`src/rtl/pio_pkg.sv`:
```
package pio_pkg;

    typedef enum logic [1:0] {
        REG_RXDATA = 2'd0,
        REG_TXDATA = 2'd1,
        REG_STATUS = 2'd2,
        REG_CTRL   = 2'd3
    } reg_addr_e;

    typedef struct packed {
        logic       rsvd;
        logic [2:0] speed;
        logic       parity_en;
        logic       full_duplex;
        logic       write;
        logic       go;
    } ctrl_t;

    typedef struct packed {
        logic [4:0] rsvd;
        logic       err;
        logic       data_avail;
        logic       busy;
    } status_t;

    typedef enum logic [1:0] {
        ST_IDLE   = 2'd0,
        ST_DECODE = 2'd1,
        ST_XFER   = 2'd2
    } cmd_state_e;

    function automatic ctrl_t ctrl_from_bus(input logic [7:0] v);
        ctrl_t c;
        c      = ctrl_t'(v);
        c.rsvd = 1'b0;
        return c;
    endfunction

endpackage

```
`src/rtl/pio_rx_fifo.sv`:
```
module pio_rx_fifo #(
    parameter int DEPTH = 4,
    parameter int WIDTH = 8
) (
    input  logic             clk,
    input  logic             rst,
    input  logic             push,
    input  logic [WIDTH-1:0] push_data,
    input  logic             pop,
    output logic [WIDTH-1:0] head,
    output logic             empty,
    output logic             full,
    output logic             overrun
);
    localparam int PW = (DEPTH > 1) ? $clog2(DEPTH) : 1;
    localparam int CW = $clog2(DEPTH + 1);

    logic [WIDTH-1:0] mem [DEPTH];
    logic [PW-1:0]    wr_ptr, rd_ptr;
    logic [CW-1:0]    count;
    logic             do_push, do_pop;

    assign empty   = (count == '0);
    assign full    = (count == CW'(DEPTH));
    assign do_push = push && !full;
    assign do_pop  = pop && !empty;
    assign overrun = push && full;
    assign head    = mem[rd_ptr];

    function automatic logic [PW-1:0] bump(input logic [PW-1:0] p);
        return (p == PW'(DEPTH - 1)) ? '0 : p + 1'b1;
    endfunction

    always_ff @(posedge clk) begin
        if (rst) begin
            wr_ptr <= '0;
            rd_ptr <= '0;
            count  <= '0;
        end else begin
            if (do_push) wr_ptr <= bump(wr_ptr);
            if (do_pop)  rd_ptr <= bump(rd_ptr);
            case ({do_push, do_pop})
                2'b10:   count <= count + 1'b1;
                2'b01:   count <= count - 1'b1;
                default: count <= count;
            endcase
        end
    end

    generate
        for (genvar i = 0; i < DEPTH; i++) begin : g_slot
            always_ff @(posedge clk) begin
                if (rst)
                    mem[i] <= '0;
                else if (do_push && wr_ptr == PW'(i))
                    mem[i] <= push_data;
            end
        end
    endgenerate

endmodule

```
`src/rtl/pio_cmd_fsm.sv`:
```
module pio_cmd_fsm
    import pio_pkg::*;
#(
    parameter int TIMEOUT_CYC = 256
) (
    input  logic clk,
    input  logic rst,
    input  logic go,
    input  logic write,
    input  logic dev_ready,
    output logic busy,
    output logic tx_valid,
    output logic done_ok,
    output logic done_timeout
);
    localparam int CW = (TIMEOUT_CYC > 1) ? $clog2(TIMEOUT_CYC) : 1;

    cmd_state_e    state, state_nx;
    logic [CW-1:0] wait_cnt;
    logic          last_wait;

    assign busy      = (state != ST_IDLE);
    assign tx_valid  = (state == ST_XFER);
    assign last_wait = (wait_cnt == CW'(TIMEOUT_CYC - 1));

    always_comb begin
        state_nx     = state;
        done_ok      = 1'b0;
        done_timeout = 1'b0;
        case (state)
            ST_IDLE: begin
                if (go) state_nx = ST_DECODE;
            end
            ST_DECODE: begin
                if (write) begin
                    state_nx = ST_XFER;
                end else begin
                    state_nx = ST_IDLE;
                    done_ok  = 1'b1;
                end
            end
            ST_XFER: begin
                if (dev_ready) begin
                    state_nx = ST_IDLE;
                    done_ok  = 1'b1;
                end else if (last_wait) begin
                    state_nx     = ST_IDLE;
                    done_timeout = 1'b1;
                end
            end
            default: state_nx = ST_IDLE;
        endcase
    end

    always_ff @(posedge clk) begin
        if (rst) begin
            state    <= ST_IDLE;
            wait_cnt <= '0;
        end else begin
            state <= state_nx;
            if (state == ST_XFER && state_nx == ST_XFER)
                wait_cnt <= wait_cnt + 1'b1;
            else
                wait_cnt <= '0;
        end
    end

endmodule

```
`src/rtl/pio_regs.sv`:
```
module pio_regs
    import pio_pkg::*;
(
    input  logic       clk,
    input  logic       rst,
    input  logic [1:0] host_addr,
    input  logic       host_wr,
    input  logic [7:0] host_wdata,
    output logic [7:0] host_rdata,
    input  logic       busy,
    input  logic       done_ok,
    input  logic       done_timeout,
    input  logic       rx_overrun,
    input  logic       rx_empty,
    input  logic [7:0] rx_head,
    output ctrl_t      ctrl_q,
    output logic [7:0] dout_q,
    output logic       err_q
);
    reg_addr_e addr;
    status_t   stat;
    logic      wr_dout, wr_ctrl;

    assign addr    = reg_addr_e'(host_addr);
    assign wr_dout = host_wr && !busy && (addr == REG_TXDATA);
    assign wr_ctrl = host_wr && !busy && (addr == REG_CTRL);

    always_ff @(posedge clk) begin
        if (rst) begin
            dout_q <= '0;
            ctrl_q <= '0;
            err_q  <= 1'b0;
        end else begin
            if (wr_dout) dout_q <= host_wdata;
            if (wr_ctrl)
                ctrl_q <= ctrl_from_bus(host_wdata);
            else if (done_ok || done_timeout)
                ctrl_q.go <= 1'b0;
            if (rx_overrun || done_timeout)
                err_q <= 1'b1;
            else if (done_ok)
                err_q <= 1'b0;
        end
    end

    always_comb begin
        stat            = '0;
        stat.busy       = busy;
        stat.data_avail = !rx_empty;
        stat.err        = err_q;
        case (addr)
            REG_RXDATA: host_rdata = rx_empty ? 8'h00 : rx_head;
            REG_TXDATA: host_rdata = dout_q;
            REG_STATUS: host_rdata = stat;
            REG_CTRL:   host_rdata = ctrl_q;
            default:    host_rdata = 8'h00;
        endcase
    end

endmodule

```
`src/rtl/pio_port_ctrl.sv`:
```
module pio_port_ctrl
    import pio_pkg::*;
#(
    parameter int FIFO_DEPTH  = 4,
    parameter int TIMEOUT_CYC = 256
) (
    input  logic       clk,
    input  logic       rst,
    input  logic [1:0] host_addr,
    input  logic       host_wr,
    input  logic       host_rd,
    input  logic [7:0] host_wdata,
    output logic [7:0] host_rdata,
    output logic [7:0] dev_tx_data,
    output logic       dev_tx_valid,
    input  logic       dev_tx_ready,
    input  logic [7:0] dev_rx_data,
    input  logic       dev_rx_valid,
    output logic       mode_full_duplex,
    output logic       mode_parity_en,
    output logic [2:0] mode_speed
);
    ctrl_t      ctrl_q;
    logic [7:0] dout_val;
    logic       err_flag;
    logic       busy, done_ok, done_timeout;
    logic       fifo_empty, fifo_full, fifo_overrun, fifo_pop;
    logic [7:0] fifo_head;
    logic       go_flag;

    assign go_flag  = ctrl_q.go;
    assign fifo_pop = host_rd && (reg_addr_e'(host_addr) == REG_RXDATA);

    pio_rx_fifo #(.DEPTH(FIFO_DEPTH), .WIDTH(8)) u_fifo (
        .clk       (clk),
        .rst       (rst),
        .push      (dev_rx_valid),
        .push_data (dev_rx_data),
        .pop       (fifo_pop),
        .head      (fifo_head),
        .empty     (fifo_empty),
        .full      (fifo_full),
        .overrun   (fifo_overrun)
    );

    pio_cmd_fsm #(.TIMEOUT_CYC(TIMEOUT_CYC)) u_fsm (
        .clk          (clk),
        .rst          (rst),
        .go           (ctrl_q.go),
        .write        (ctrl_q.write),
        .dev_ready    (dev_tx_ready),
        .busy         (busy),
        .tx_valid     (dev_tx_valid),
        .done_ok      (done_ok),
        .done_timeout (done_timeout)
    );

    pio_regs u_regs (
        .clk          (clk),
        .rst          (rst),
        .host_addr    (host_addr),
        .host_wr      (host_wr),
        .host_wdata   (host_wdata),
        .host_rdata   (host_rdata),
        .busy         (busy),
        .done_ok      (done_ok),
        .done_timeout (done_timeout),
        .rx_overrun   (fifo_overrun),
        .rx_empty     (fifo_empty),
        .rx_head      (fifo_head),
        .ctrl_q       (ctrl_q),
        .dout_q       (dout_val),
        .err_q        (err_flag)
    );

    assign dev_tx_data      = dout_val;
    assign mode_full_duplex = ctrl_q.full_duplex;
    assign mode_parity_en   = ctrl_q.parity_en;
    assign mode_speed       = ctrl_q.speed;

endmodule

```
`config.mk`:
```
export PLATFORM = sky130hd
export DESIGN_NAME = pio_port_ctrl
export DESIGN_NICKNAME = d
export VERILOG_FILES = /design/src/rtl/pio_pkg.sv /design/src/rtl/pio_rx_fifo.sv /design/src/rtl/pio_cmd_fsm.sv /design/src/rtl/pio_regs.sv /design/src/rtl/pio_port_ctrl.sv
export SDC_FILE = /design/constraint.sdc
export NUM_CORES = 1
export LEC_CHECK = 0
export ABC_AREA = 1
export BUFFER_PORTS_ARGS = -buffer_cell sky130_fd_sc_hd__buf_2
export CAP_MARGIN = 20
export CORE_AREA = 2 2 79 81
export CTS_CLUSTER_SIZE = 40
export DETAILED_ROUTE_END_ITERATION = 8
export DIE_AREA = 0 0 81 83
export PLACE_DENSITY_LB_ADDON = 0.15
export SLEW_MARGIN = 5
export SYNTH_ARGS = -nofsm -noshare
export SYNTH_HDL_FRONTEND = slang
export SYNTH_SLANG_ARGS = --single-unit
export TNS_END_PERCENT = 30
```
`constraint.sdc`:
```
create_clock -name clk -period 2.4 [get_ports clk]
set_input_delay 0.6 -clock clk [delete_from_list [all_inputs] [get_ports clk]]
set_output_delay 0.6 -clock clk [all_outputs]
set_load 0.05 [all_outputs]
```
==> flow_summary_export.csv <==
group,metric,value,unit
pwr,clock_power_share,37.3,%
global_route,grt_pass1_wl,10700,um
floorplan,core,5820,um2
global_route,grt_pass1_vias,2306,
yosys,synth_area,3120,um2
setup_path,critPathArrivalTime,1.68,ns
clock_tree,cts.sinks,67,
yosys,synthesis.nets,388,
yosys,synth.area.top_cells,"edfxtp_1 31%, dfxtp_1 22%, nor2_1 10%",
finish,instances_no_fill,488,
yosys,syn_area_per_cell,8.87,um2
yosys,synth_top_area_share,30.8,%
detailed_routing,post-route-drc-count,0,
worst_hold_path,hold_class,"reg2reg",
setup_path,required,1.80,ns
sta,grt_setup_unrepaired,"false",
sta,timing.fmax,438,MHz
finish,area_delta_synth_final,17.4,%
sta,timing.final.crit_share,95.2,%
finish,drive_above_1_share,24.2,%
floorplan,die_area,6720,um2
place,globalplace.congestion,0.775,
clock_tree,cts_max_level,3,
pwr,seqPwrFrac,49.8,%
setup_path,worstSetupPathType,"in2out",
pwr,p_comb_share,12.9,%
sta,maxSlewHeadroom,73.2,%
outcome,status,"completed",
run,drv_cap,0,
global_route,overflow,0,
clock_tree,root_buffer,"clkbuf_8",
place,place_area,3450,um2
detailed_routing,wl,6430,um
yosys,synth_top_cell_by_area,"edfxtp_1",
pwr,p_int,1.86,mW
pwr,p_leak,1.57,nW
clock_tree,clk_path_buf_depth,2,
floorplan,die_w,81,um
detailed_routing,wl_per_cell,13.2,um
setup_path,ff2ff_path_depth,10,
sta,slew_violations,0,
sta,hold_ws,0.464,ns
global_route,antenna_found_initial,0,
finish,finalInstanceArea,3660,um2
yosys,ys_ff_latch,67,
detailed_routing,ant_nets,0,
yosys,yosysWarnings,0,
sta,setup_violations,0,
sta,tightest_slew,0.401,ns
clock_tree,clk_latency,0.34,ns
pwr,p_per_area,712,nW/um2
sta,fin_crit,2.28,ns
clock_tree,cts_tree,"yes",
place,dp.cells,472,
pwr,vdd_ir_drop_max,0.362,mV
sta,hold_viol_final,0,
yosys,syn_inst,352,
yosys,synth.distinct_cells,33,
clock_tree,cts_buffers,9,
setup_path,reg2reg_slack,0.49,ns
floorplan,ios,46,
pwr,power.switching,753,uW
yosys,seq_area_frac_synth,53.2,%
global_route,grt_usage,20.8,%
clock_tree,postCtsSetupBuffers,0,
floorplan,die-height,83,um
sta,setup_ws,0.116,ns
place,hpwl,4630,um
place,dp_slack,0.135,ns
detailed_routing,first_pass_iters,4,
clock_tree,hold_buffers,0,
global_route,grt_max_degree,20,
clock_tree,cts_resized,0,
setup_path,crit_fanout,8,
detailed_routing,viasPerCell,5.09,
clock_tree,cts.clk_slew.worst_paths,0.07,ns
sta,fin_setup_tns,0,ns
floorplan,rows,28,
setup_path,cp-start-kind,"primary input",
sta,finClkSkew,0.0125,ns
finish,antenna-diode-count,0,
floorplan,start_util,53.7,%
finish,layout.nets,444,
detailed_routing,num_vias,2484,
setup_path,end_kind,"output pin",
detailed_routing,drt_iter0_markers,177,
worst_hold_path,whs_path_depth,1,
finish,final_util,63.0,%
pwr,total_power,2.61,mW
pwr,sw_frac_of_total,28.9,%
place,port_buffers,45,
area by class of cell:
cell class                      count  area, um2
Inverter                           31        116
Sequential cell                    67       1660
Clock buffer                        9        124
Fill cell                         512       2150
Tap cell                           75       93.8
Timing Repair Buffer               49        260
Multi-Input combinational cell    250       1330
Clock inverter                      7       81.3
worst paths after layout:
kind / startpoint / endpoint
worst min register to register: u_fsm.wait_cnt[0]$_SDFF_PP0_ / u_fsm.wait_cnt[0]$_SDFF_PP0_
worst min-delay path: u_fsm.wait_cnt[0]$_SDFF_PP0_ / u_fsm.wait_cnt[0]$_SDFF_PP0_
worst max-delay path: host_addr[0] / host_rdata[1]
worst max register to register: u_fifo.count[0]$_SDFFE_PP0P_ / u_fifo.count[2]$_SDFFE_PP0P_
flip-flops by register name (all words and copies together), names as in the netlist, named ones only:
register	count
u_fifo.count	3
u_fifo.mem	32
u_fifo.rd_ptr	2
u_fifo.wr_ptr	2
u_fsm.state	2
u_fsm.wait_cnt	8
u_regs.ctrl_q	7
u_regs.dout_q	8
u_regs.err_q	1
routing by layer:
layer,routed length [um],GRT usage [%],vias to the layer above
met5,0,0,-
met4,85,10.8,0
met3,339,3.59,6
met2,2860,30.9,69
met1,3140,29.0,1122
li1,-,-,1287
power by group through the flow:
stage                     Combinational (mW)  Sequential (mW)  Clock, mW
after floorplan                        0.201             1.35          0
after global placement                 0.331             1.32          0
after detailed placement               0.333             1.32          0
after CTS                              0.335             1.30      0.986
after global routing                   0.375             1.31       1.04
final                                  0.336             1.30      0.974
synth_stat cells (all sizes together):
cell type / count
ha: 11
clkbuf: 2
nand4: 3
o21ai: 38
o22ai: 8
nand2: 53
a21boi: 1
a21oi: 9
nand3: 14
xnor2: 4
xor2: 2
edfxtp: 32
a31oi: 1
o211a: 1
inv: 31
o2111ai: 2
buf: 2
nor2: 95
dfxtp: 35
a22o: 1
nor3: 4
fa: 1
or2: 2
worst max-delay path, stage by stage:
cell and delay [ns]:
buf_2 0.13, inv_2 0.05, or2_1 0.26, inv_2 0.17, nand2_1 0.07, o2111ai_1 0.10, buf_2 0.31
cell families (layout without fill, tap and decap cells):
family	count (synthesis)	after routing	synth area share (%)
xor gates and xnor gates	6	6	1.68
AOI/OAI and AO/OA	61	61	11.1
and+or+nand+nor	171	171	24.6
DFF	67	67	53.2
adders and majority gates	12	12	5.05
buffers and inverters	35	96	4.29
cell usage in the layout, fill, tap and decap left out, types with 2 or more instances in the layout:
cell	instances
nor2_1	83
nand2_1	49
buf_2	43
dfxtp_1	34
o21ai_0	32
edfxtp_1	32
inv_1	21
ha_1	11
inv_2	10
nor2_2	10
nand3_1	9
clkbuf_8	9
o22ai_1	8
a21oi_1	8
o21ai_1	6
buf_4	5
nand2_2	4
nand3_2	4
xnor2_1	4
inv_6	4
nand4_1	3
nor3_2	2
o2111ai_1	2
nor2_4	2
nor3_1	2
xor2_1	2
(Power assumes the default switching activity.)
